### src/rtl/vsd_pkg.sv
package vsd_pkg;

    typedef enum logic [1:0] {
        CLS_422  = 2'b00,
        CLS_COMP = 2'b01,
        CLS_WIDE = 2'b10,
        CLS_4444 = 2'b11
    } cls_e;

    typedef struct packed {
        logic ok;
        logic pal;
        cls_e cls;
    } line_meas_t;

    localparam int unsigned NUM_CLS = 4;

    function automatic int unsigned words_per_line(input logic pal, input cls_e cls);
        int unsigned w;
        case (cls)
            CLS_422:  w = pal ? 1728 : 1716;
            CLS_COMP: w = pal ? 1135 : 910;
            CLS_WIDE: w = pal ? 2304 : 2288;
            default:  w = pal ? 3456 : 3432;
        endcase
        return w;
    endfunction

    function automatic line_meas_t classify_line(input int unsigned words);
        line_meas_t r;
        r = '{ok: 1'b0, pal: 1'b0, cls: CLS_422};
        for (int p = 0; p < 2; p++) begin
            for (int c = 0; c < NUM_CLS; c++) begin
                if (words == words_per_line(p[0], cls_e'(c[1:0]))) begin
                    r.ok  = 1'b1;
                    r.pal = p[0];
                    r.cls = cls_e'(c[1:0]);
                end
            end
        end
        return r;
    endfunction

endpackage

### src/rtl/vsd_line_meter.sv
module vsd_line_meter
    import vsd_pkg::*;
#(
    parameter int CNT_W = 12
) (
    input  logic       clk,
    input  logic       rst,
    input  logic       word_en,
    input  logic       trs_line,
    output logic       meas_valid,
    output logic       meas_pal,
    output cls_e       meas_cls
);
    localparam logic [CNT_W-1:0] CNT_MAX = {CNT_W{1'b1}};

    logic [CNT_W-1:0] word_cnt_q;
    line_meas_t       res;

    always_comb res = classify_line(int'(word_cnt_q));

    always_ff @(posedge clk) begin
        if (rst) begin
            word_cnt_q <= '0;
            meas_valid <= 1'b0;
            meas_pal   <= 1'b0;
            meas_cls   <= CLS_422;
        end else begin
            meas_valid <= 1'b0;
            if (trs_line) begin
                meas_valid <= res.ok;
                meas_pal   <= res.pal;
                meas_cls   <= res.cls;
                word_cnt_q <= word_en ? CNT_W'(1) : '0;
            end else if (word_en && word_cnt_q != CNT_MAX) begin
                word_cnt_q <= word_cnt_q + 1'b1;
            end
        end
    end

endmodule

### src/rtl/vsd_frame_meter.sv
module vsd_frame_meter #(
    parameter int LINE_W     = 10,
    parameter int NTSC_LINES = 525,
    parameter int PAL_LINES  = 625
) (
    input  logic clk,
    input  logic rst,
    input  logic trs_line,
    input  logic trs_frame,
    output logic meas_valid,
    output logic meas_pal
);
    localparam logic [LINE_W-1:0] LINE_MAX = {LINE_W{1'b1}};
    localparam logic [LINE_W-1:0] N_LINES  = LINE_W'(NTSC_LINES);
    localparam logic [LINE_W-1:0] P_LINES  = LINE_W'(PAL_LINES);

    logic [LINE_W-1:0] line_cnt_q;

    always_ff @(posedge clk) begin
        if (rst) begin
            line_cnt_q <= '0;
            meas_valid <= 1'b0;
            meas_pal   <= 1'b0;
        end else begin
            meas_valid <= 1'b0;
            if (trs_frame) begin
                meas_valid <= (line_cnt_q == N_LINES) || (line_cnt_q == P_LINES);
                meas_pal   <= (line_cnt_q == P_LINES);
                line_cnt_q <= LINE_W'(1);
            end else if (trs_line && line_cnt_q != LINE_MAX) begin
                line_cnt_q <= line_cnt_q + 1'b1;
            end
        end
    end

endmodule

### src/rtl/vsd_confirm.sv
module vsd_confirm #(
    parameter int             W       = 2,
    parameter int             THRESH  = 8,
    parameter logic [W-1:0]   RST_VAL = '0
) (
    input  logic         clk,
    input  logic         rst,
    input  logic         meas_valid,
    input  logic [W-1:0] meas_val,
    output logic [W-1:0] rep_val,
    output logic         pending
);
    localparam int             CW   = $clog2(THRESH + 1);
    localparam logic [CW-1:0]  LAST = CW'(THRESH - 1);

    logic [W-1:0]  cand_q;
    logic [CW-1:0] cnt_q;

    always_ff @(posedge clk) begin
        if (rst) begin
            rep_val <= RST_VAL;
            cand_q  <= RST_VAL;
            cnt_q   <= '0;
        end else if (meas_valid) begin
            if (meas_val == rep_val) begin
                cnt_q <= '0;
            end else if (cnt_q != '0 && meas_val == cand_q) begin
                if (cnt_q == LAST) begin
                    rep_val <= meas_val;
                    cnt_q   <= '0;
                end else begin
                    cnt_q <= cnt_q + 1'b1;
                end
            end else begin
                cand_q <= meas_val;
                cnt_q  <= CW'(1);
            end
        end
    end

    assign pending = (cnt_q != '0);


    rep_change_needs_threshold_chk: assert property (@(posedge clk) disable iff (rst)
        (rep_val != $past(rep_val)) |-> ($past(meas_valid) && $past(cnt_q) == LAST));


    count_below_threshold_chk: assert property (@(posedge clk) disable iff (rst)
        cnt_q < CW'(THRESH));


    new_candidate_restart_chk: assert property (@(posedge clk) disable iff (rst)
        (meas_valid && meas_val != rep_val && (cnt_q == '0 || meas_val != cand_q))
        |=> (cnt_q == CW'(1) || THRESH == 1));

endmodule

### src/rtl/vsd_std_detect.sv
module vsd_std_detect
    import vsd_pkg::*;
#(
    parameter int WORD_W        = 10,
    parameter int CNT_W         = 12,
    parameter int LINE_W        = 10,
    parameter int LINE_CONFIRM  = 8,
    parameter int FRAME_CONFIRM = 4,
    parameter int NTSC_LINES    = 525,
    parameter int PAL_LINES     = 625,
    parameter int FMT_POS       = 2
) (
    input  logic              clk,
    input  logic              rst,
    input  logic [WORD_W-1:0] data_in,
    input  logic              word_en,
    input  logic              trs_line,
    input  logic              trs_frame,
    input  logic              id_valid,
    input  logic              host_we,
    input  logic [5:0]        host_wdata,
    output logic [3:0]        std_code,
    output logic              fmt_out,
    output logic              locked,
    output logic [5:0]        host_rdata
);
    logic lm_valid, lm_pal;
    cls_e lm_cls;
    logic fm_valid, fm_pal;

    logic [1:0] rep_cls;
    logic [0:0] rep_pal;
    logic       cls_pend, fam_pend;
    logic       cls_feed;

    logic       man_q, hfmt_q, rgb_q;
    logic [3:0] hcode_q;
    logic       id_ok;

    vsd_line_meter #(.CNT_W(CNT_W)) u_line (
        .clk(clk), .rst(rst), .word_en(word_en), .trs_line(trs_line),
        .meas_valid(lm_valid), .meas_pal(lm_pal), .meas_cls(lm_cls)
    );

    vsd_frame_meter #(.LINE_W(LINE_W), .NTSC_LINES(NTSC_LINES), .PAL_LINES(PAL_LINES)) u_frame (
        .clk(clk), .rst(rst), .trs_line(trs_line), .trs_frame(trs_frame),
        .meas_valid(fm_valid), .meas_pal(fm_pal)
    );

    assign cls_feed = lm_valid && (lm_pal == rep_pal[0]);

    vsd_confirm #(.W(2), .THRESH(LINE_CONFIRM), .RST_VAL(2'b00)) u_cls_conf (
        .clk(clk), .rst(rst), .meas_valid(cls_feed), .meas_val(lm_cls),
        .rep_val(rep_cls), .pending(cls_pend)
    );

    vsd_confirm #(.W(1), .THRESH(FRAME_CONFIRM), .RST_VAL(1'b0)) u_fam_conf (
        .clk(clk), .rst(rst), .meas_valid(fm_valid), .meas_val(fm_pal),
        .rep_val(rep_pal), .pending(fam_pend)
    );

    assign id_ok = id_valid && (data_in[WORD_W-1] == ^data_in[WORD_W-2:0]);

    always_ff @(posedge clk) begin
        if (rst) begin
            man_q   <= 1'b0;
            hfmt_q  <= 1'b0;
            hcode_q <= 4'h0;
            rgb_q   <= 1'b0;
        end else begin
            if (host_we) begin
                man_q   <= host_wdata[5];
                hfmt_q  <= host_wdata[4];
                hcode_q <= host_wdata[3:0];
            end
            if (id_ok) rgb_q <= data_in[FMT_POS];
        end
    end

    always_comb begin
        if (man_q) begin
            std_code = hcode_q;
            fmt_out  = hfmt_q;
        end else begin
            std_code = {1'b0, rep_pal[0], rep_cls};
            fmt_out  = (rep_cls == 2'b11) && rgb_q;
        end
    end

    assign locked     = !cls_pend && !fam_pend;
    assign host_rdata = {man_q, fmt_out, std_code};


    manual_write_follow_chk: assert property (@(posedge clk) disable iff (rst)
        (host_we && host_wdata[5]) |=> (std_code == $past(host_wdata[3:0]) && fmt_out == $past(host_wdata[4])));


    system_bit_source_chk: assert property (@(posedge clk) disable iff (rst)
        (!man_q && $past(!man_q) && std_code[2] != $past(std_code[2])) |-> $past(fm_valid));

endmodule

### config.mk
export PLATFORM = sky130hd
export DESIGN_NAME = vsd_std_detect
export DESIGN_NICKNAME = d
export VERILOG_FILES = /design/src/rtl/vsd_pkg.sv /design/src/rtl/vsd_line_meter.sv /design/src/rtl/vsd_frame_meter.sv /design/src/rtl/vsd_confirm.sv /design/src/rtl/vsd_std_detect.sv
export SDC_FILE = /design/constraint.sdc
export NUM_CORES = 1
export LEC_CHECK = 0
export BUFFER_PORTS_ARGS = -buffer_cell sky130_fd_sc_hd__buf_2
export CAP_MARGIN = 40
export CORE_MARGIN = 5
export CORE_UTILIZATION = 31
export CTS_CLUSTER_SIZE = 14
export DETAILED_ROUTE_END_ITERATION = 16
export GPL_TIMING_DRIVEN = 0
export HOLD_SLACK_MARGIN = 0.05
export SKIP_CTS_REPAIR_TIMING = 1
export SYNTH_ARGS = -nofsm -noshare
export SYNTH_HDL_FRONTEND = slang
export SYNTH_SLANG_ARGS = --single-unit
export TNS_END_PERCENT = 50
### constraint.sdc
create_clock -name clk -period 2.9 [get_ports clk]
set_clock_uncertainty 0.15 [all_clocks]
set_input_delay 0.29 -clock clk [delete_from_list [all_inputs] [get_ports clk]]
set_output_delay 0.29 -clock clk [all_outputs]
set_load 0.005 [all_outputs]
======== After elaboration in Yosys (flattened, before gate mapping) ========
Index checks and enable logic that the tools add are counted.
storage, ports and cells
  register bits after elaboration ......... 48
  output and inout bits ................... 12
  logic and storage cells ................. 93
cells by class
  add/subtract/negate cells ............... 4
  equal/unequal tests ..................... 21
  mux-type cells .......................... 21
  bitwise logic cells ..................... 6
  reductions and logical operators ........ 23
operators by type and width
  kind                   number
  $eq 12x12->1 const B   4
  $mux 4                 12
  $eq 12x11->1 const B   3
  $mux 12                2
  $eq 10x10->1 const B   2
  $add 12x1->12 const B  1
  $eq 12x10->1 const B   1
  $ne 12x12->1 const B   1
  $add 10x1->10 const B  1
  $ne 10x10->1 const B   1
  $mux 3                 3
  $reduce_xor 9->1       1
  $logic_and 1x1->1      8
  $reduce_and 4->1       2
  $not 1->1              6
  $reduce_and 3->1       2
  $reduce_or 2->1        3
  $add 4x1->4 const B    1
  $eq 1x1->1             4
  $eq 2x2->1             2
  $eq 4x3->1 const B     1
  $mux 1                 4
  $reduce_bool 2->1      2
  $reduce_bool 4->1      1
  6 further kinds        7

======== Depth between registers and ports, before layout ========
  depth in word-level cells ............... 9
  gate-level depth with buffers ........... 7
  mapped depth without buffers ............ 7

======== By module ========
A second synthesis with hierarchy kept.
unflattened totals
  cell total of the unflattened synthesis .. 322
  area total of the unflattened synthesis .. 2,829.0 um^2
by module, submodules not included
  module                    instances  cells an instance  area an instance (um^2)  sequential area each (um^2)
  vsd_line_meter            1          123                1,014.7                  320.3
  vsd_frame_meter           1          71                 606.8                    240.2
  vsd_confirm (u_cls_conf)  1          48                 467.9                    160.2
  vsd_std_detect            1          48                 450.4                    140.1
  vsd_confirm (u_fam_conf)  1          32                 289.0                    100.1

======== Worst setup path after synthesis ========
No wires, ideal clock.
  kind .................................... register -> register
  start point ............................. reg u_cls_conf.cnt_q[0]
  end point ............................... reg u_cls_conf.rep_val[0]
  arrival time ............................ 1.371 ns
  data required time ...................... 2.622 ns
  slack ................................... 1.252 ns
  cell stages (with the launch flop) ...... 8
  path buffers ............................ 0
  clock period less this slack ............ 1.648 ns
  cells stage by stage .................... dfxtp_1 > inv_1 > ha_1 > or3b_1 > nand3_1 > nor3_4 > mux2i_1 > nor2_1
on the way
  cells in the longest elaborated chain, start to end .. 3
  elaborated cells between the ends (all ways) .. 4
RTL lines
  item                            line               text
  start: declaration              vsd_confirm.sv:17  logic [CW-1:0] cnt_q;
  start signal: assignment        vsd_confirm.sv:32  cnt_q <= cnt_q + 1'b1;
  $reduce_bool 4->1               vsd_confirm.sv:27  end else if (cnt_q != '0 && meas_val == cand_q) begin
  $logic_and 1x1->1               vsd_confirm.sv:27
  $reduce_and 4->1 (no line) (*)  --
  end signal: assignment          vsd_confirm.sv:29  rep_val <= meas_val;
  end: declaration                vsd_confirm.sv:10  output logic [W-1:0] rep_val,
Every way passes the cells marked *; elsewhere a longest branch is shown, timed or not.
A chain may end at the register's enable or synchronous reset.

======== Final worst setup path ========
  start point ............................. reg u_line.word_cnt_q[1]
  end point ............................... reg u_line.meas_cls[0]
on the way
  cells in the longest elaborated chain, start to end .. 8
  elaborated cells between the ends (all ways) .. 14
RTL lines
  item                      line                  text
  start: declaration        vsd_line_meter.sv:16  logic [CNT_W-1:0] word_cnt_q;
  start signal: assignment  vsd_line_meter.sv:33  word_cnt_q <= word_en ? CNT_W'(1) : '0;
  start signal: assignment  vsd_line_meter.sv:35  word_cnt_q <= word_cnt_q + 1'b1;
  $eq 12x10->1              vsd_pkg.sv:34         if (words == words_per_line(p[0], cls_e'(c[1:0]))) begin
  $mux 4 (6 in a row)       vsd_pkg.sv:34
  $mux 4 (*)                vsd_pkg.sv:34
  end signal: assignment    vsd_line_meter.sv:32  meas_cls <= res.cls;
  end: declaration          vsd_line_meter.sv:12  output cls_e meas_cls
Marks and branches as above.

==> metrics.md <==
| Metric | Value |
|---|---|
| Detailed-route wire length per cell | 12.1 µm |
| R2R setup slack | roughly 0.96 ns |
| Crit start category | flip-flop |
| Fin crit share | 66.8% |
| Synthesized area | 2680 µm² |
| CTS tree | built |
| Initial Utilization | a little under a third |
| Unrepaired setup endpoints after global routing | false |
| Setup Viol. Count Final | 0 |
| Maxcap violations | 0 |
| Total gr overflow | 0 |
| Share of synthesized registers carrying an async set or reset | 0% |
| Drt total wl | 5.57 mm |
| Sequential fraction of the synthesis area | between 30% and 40% |
| Antenna-violating nets left | 0 |
| Power per cell area | 420 nW/µm² |
| Status | complete, no violations |
| Vias in the first global route | between 2000 and 2500 |
| Critical path data required time | 2.97 ns |
| Die width | just over 100 µm |
| Area after DPL | approximately 3000 µm² |
| Critical path's largest stage delay | around 0.42 ns |
| Clock power share | 38.5% |
| Switching share of power | 23.9% |
| Pwr Total | 0.00130 W |
| Multi-input logic area | 1560 µm² |
| Max Fclk | around 0.52 GHz |
| CTS sink cnt | 48 |
| Seq. cell area | 961 µm² |
| Pin count of the biggest net entering global routing | 17 |
| Setup WS post-layout | between 0.9 and 1 ns |
| Synth Flop Type | dfxtp_1 |
| Internal Dissipation | ~0.001 W |
| Initial antenna violation count | 0 |
| Combinational power share | between 8 and 9% |
| CP Buf/Inv Count | 0 |
| Final HPWL DP | slightly above 4 mm |
| Net count after synthesis | 343 |
| Final Hold Fails | 0 |
| Cell leakage power | 1.25 nW |
| Flop pwr share | a little over half |
| GRT Overall Usage | a little over a tenth |
| Share of layout cells above drive strength 1 | around 20% |
| First-pass DRT Iterations | 4 |
| Syn avg cell area | 8.63 µm² |
| Max Transition Viols Final | 0 |
| CP max stage cell | dfxtp_1 |
| Max FO, Critical Path | 5 |
| Total negative slack | 0 ns |
| CORE AREA | about 8600 µm² |
| Area Overhead vs Synth | 15.3% |
| Number of synthesized flops with an enable pin | 0 |
| Yosys top cell by area | dfxtp_1 |
| Port buffer count | 32 |
| First-pass GRT wire length | 9.11 mm |
| Via Count | roughly 2200 |
| Worst Setup End Kind | flip-flop |
| Clock latency on the worst-skew pair | 0.31 ns |
| Yosys reg bits | 48 |
| Die height | just over 100 µm |
| Initial DRC count | 126 |
| H-tree levels | 2 |
| DRC | 0 |
| Crit-path cells | ha_1 > nand3_1 > nor4_1 > o21bai_1 > nand2_1 > a311oi_1 |
| Family with the most delay on the worst path | simple AND/OR/NAND/NOR gates |
| Fillers | 933 |
| DR vias/cell | 4.86 |
| Top cells by area, synth | dfxtp_1 (36%), nor2_1 (6.4%), xnor2_1 (5.5%) |
| Area share of the largest cell type after synthesis | ~36% |
| Nets | 382 |
| Routability cong. | 0.852 |
| Worst VDD drop | between 0.15 and 0.2 mV |
| Syn Inst Count | 311 |
| Yosys cell types | 59 |
| Finished Cell Area | 3100 µm² |
| CTS Buffer Depth | 2 |
| Final Critical Period | between 1.5 and 2 ns |
| WP data arrival | 2.01 ns |
| IO Count | 35 |
| Sw power | roughly 0.00031 W |
| Clock transition at path regs | around 0.10 ns |
| Syn. warnings | 0 |
| HP Class | in -> reg |
| Worst rel slew slack | a little over three fifths |
| Rows | 34 |
| CTS Buf Count | 5 |
| Slew at the pin with the worst max-slew slack | 0.550 ns |
| Root Driver | clkbuf_8 |
| Antenna cells | 0 |
| Area of the die | about 11000 µm² |
| Pre-CTS setup slack | ~1.1 ns |
| Worst setup path category | reg -> reg |
## stage by stage
step	hold WS, ns	utilization (%)	cells
floorplan	0.212	-	311
global placement	0.313	34.7	451
detailed placement	0.326	34.7	451
CTS	0.0553	36.0	459
global route	0.0671	36.0	459
finish	0.0624	36.0	459
## final cells by class
type,count,share of cell area [%]
Multi-Input combinational cell,230,50.5
Inverter,13,1.58
Buffer,20,3.60
Clock buffer,5,2.22
Clock inverter,3,1.54
Tap cell,108,4.37
Sequential cell,48,31.0
Timing Repair Buffer,32,5.17
## final timing paths
| kind | from | endpoint | cells after the start |
|---|---|---|---|
| max reg2reg | u_line.word_cnt_q[1] | u_line.meas_cls[0] | 6 |
| max | u_line.word_cnt_q[1] | u_line.meas_cls[0] | 6 |
| min | host_wdata[3] | hcode_q[3] | 3 |
| min reg2reg | hcode_q[3] | hcode_q[3] | 2 |
## cells in the final DEF, fill, tap and decap left out, types with 6 or more instances in the layout
cell type,instances
a21oi_1,12
and3_1,6
buf_2,40
buf_4,7
dfxtp_1,48
ha_1,9
inv_1,12
mux2i_1,10
nand2_1,23
nand3_1,16
nor2_1,46
nor3_1,9
xnor2_1,17
xor2_1,16
## routing by layer
layer / share of wire (%) / vias up / track usage (%)
li1: - / 1158 / -
met1: 50 / 1024 / 14.4
met2: 44 / 43 / 17.2
met3: 5.4 / 5 / 2.30
met4: 1.0 / 0 / 2.99
met5: 0 / - / 0
## cells by family (layout without fill, tap and decap cells)
kind of cell	Yosys count	count (layout)	synth area share, %
flip-flops	48	48	35.8
multiplexers	13	13	4.99
AND/OR/NAND/NOR	131	131	25.0
XOR/XNOR	34	34	11.6
adder cells (fa/ha/maj)	9	9	4.20
buffers and inverters	33	73	5.97
AO/OA/AOI/OAI	43	43	12.4
## flip-flops by register name, summed over array words and instances, names as in the netlist, 2 cells and up
| register | cells |
|---|---|
| u_cls_conf.cnt_q | 4 |
| u_cls_conf.cand_q | 2 |
| u_cls_conf.rep_val | 2 |
| u_line.meas_cls | 2 |
| u_line.word_cnt_q | 12 |
| hcode_q | 4 |
| u_frame.line_cnt_q | 10 |
| u_fam_conf.cnt_q | 3 |
## power groups by stage
stage | Sequential [W] | Combinational [W] | Clock [W]
after floorplan | 0.000697 | 0.0000795 | 0
after global placement | 0.000701 | 0.000112 | 0
after detailed placement | 0.000702 | 0.000115 | 0
after CTS | 0.000686 | 0.000116 | 0.000525
after global routing | 0.000688 | 0.000127 | 0.000546
final | 0.000686 | 0.000113 | 0.000500
## worst reg2reg max path: stages (launching register included)
cell and delay [ns]:
dfxtp_1 0.42, ha_1 0.26, nand3_1 0.16, nor4_1 0.37, o21bai_1 0.18, nand2_1 0.07
a311oi_1 0.25
## synthesized netlist by cell type, types with 2 or more instances
master / count
nor3b_1: 2
dfxtp_1: 48
o21ai_0: 4
nand4_1: 5
buf_4: 7
a311oi_1: 3
a31oi_1: 2
a211oi_2: 2
and4_4: 2
nand3_1: 16
nand2b_1: 2
and2_1: 2
or2_2: 2
nor2_1: 46
and4_1: 2
nor3_1: 9
mux2_2: 3
nand2_1: 23
a211oi_1: 2
a21oi_1: 12
clkbuf_1: 5
xnor2_1: 17
ha_1: 9
or3_1: 3
mux2i_1: 10
buf_2: 8
and3_1: 6
a32oi_1: 2
xor2_1: 16
inv_1: 12
(Power assumes the default switching activity.)
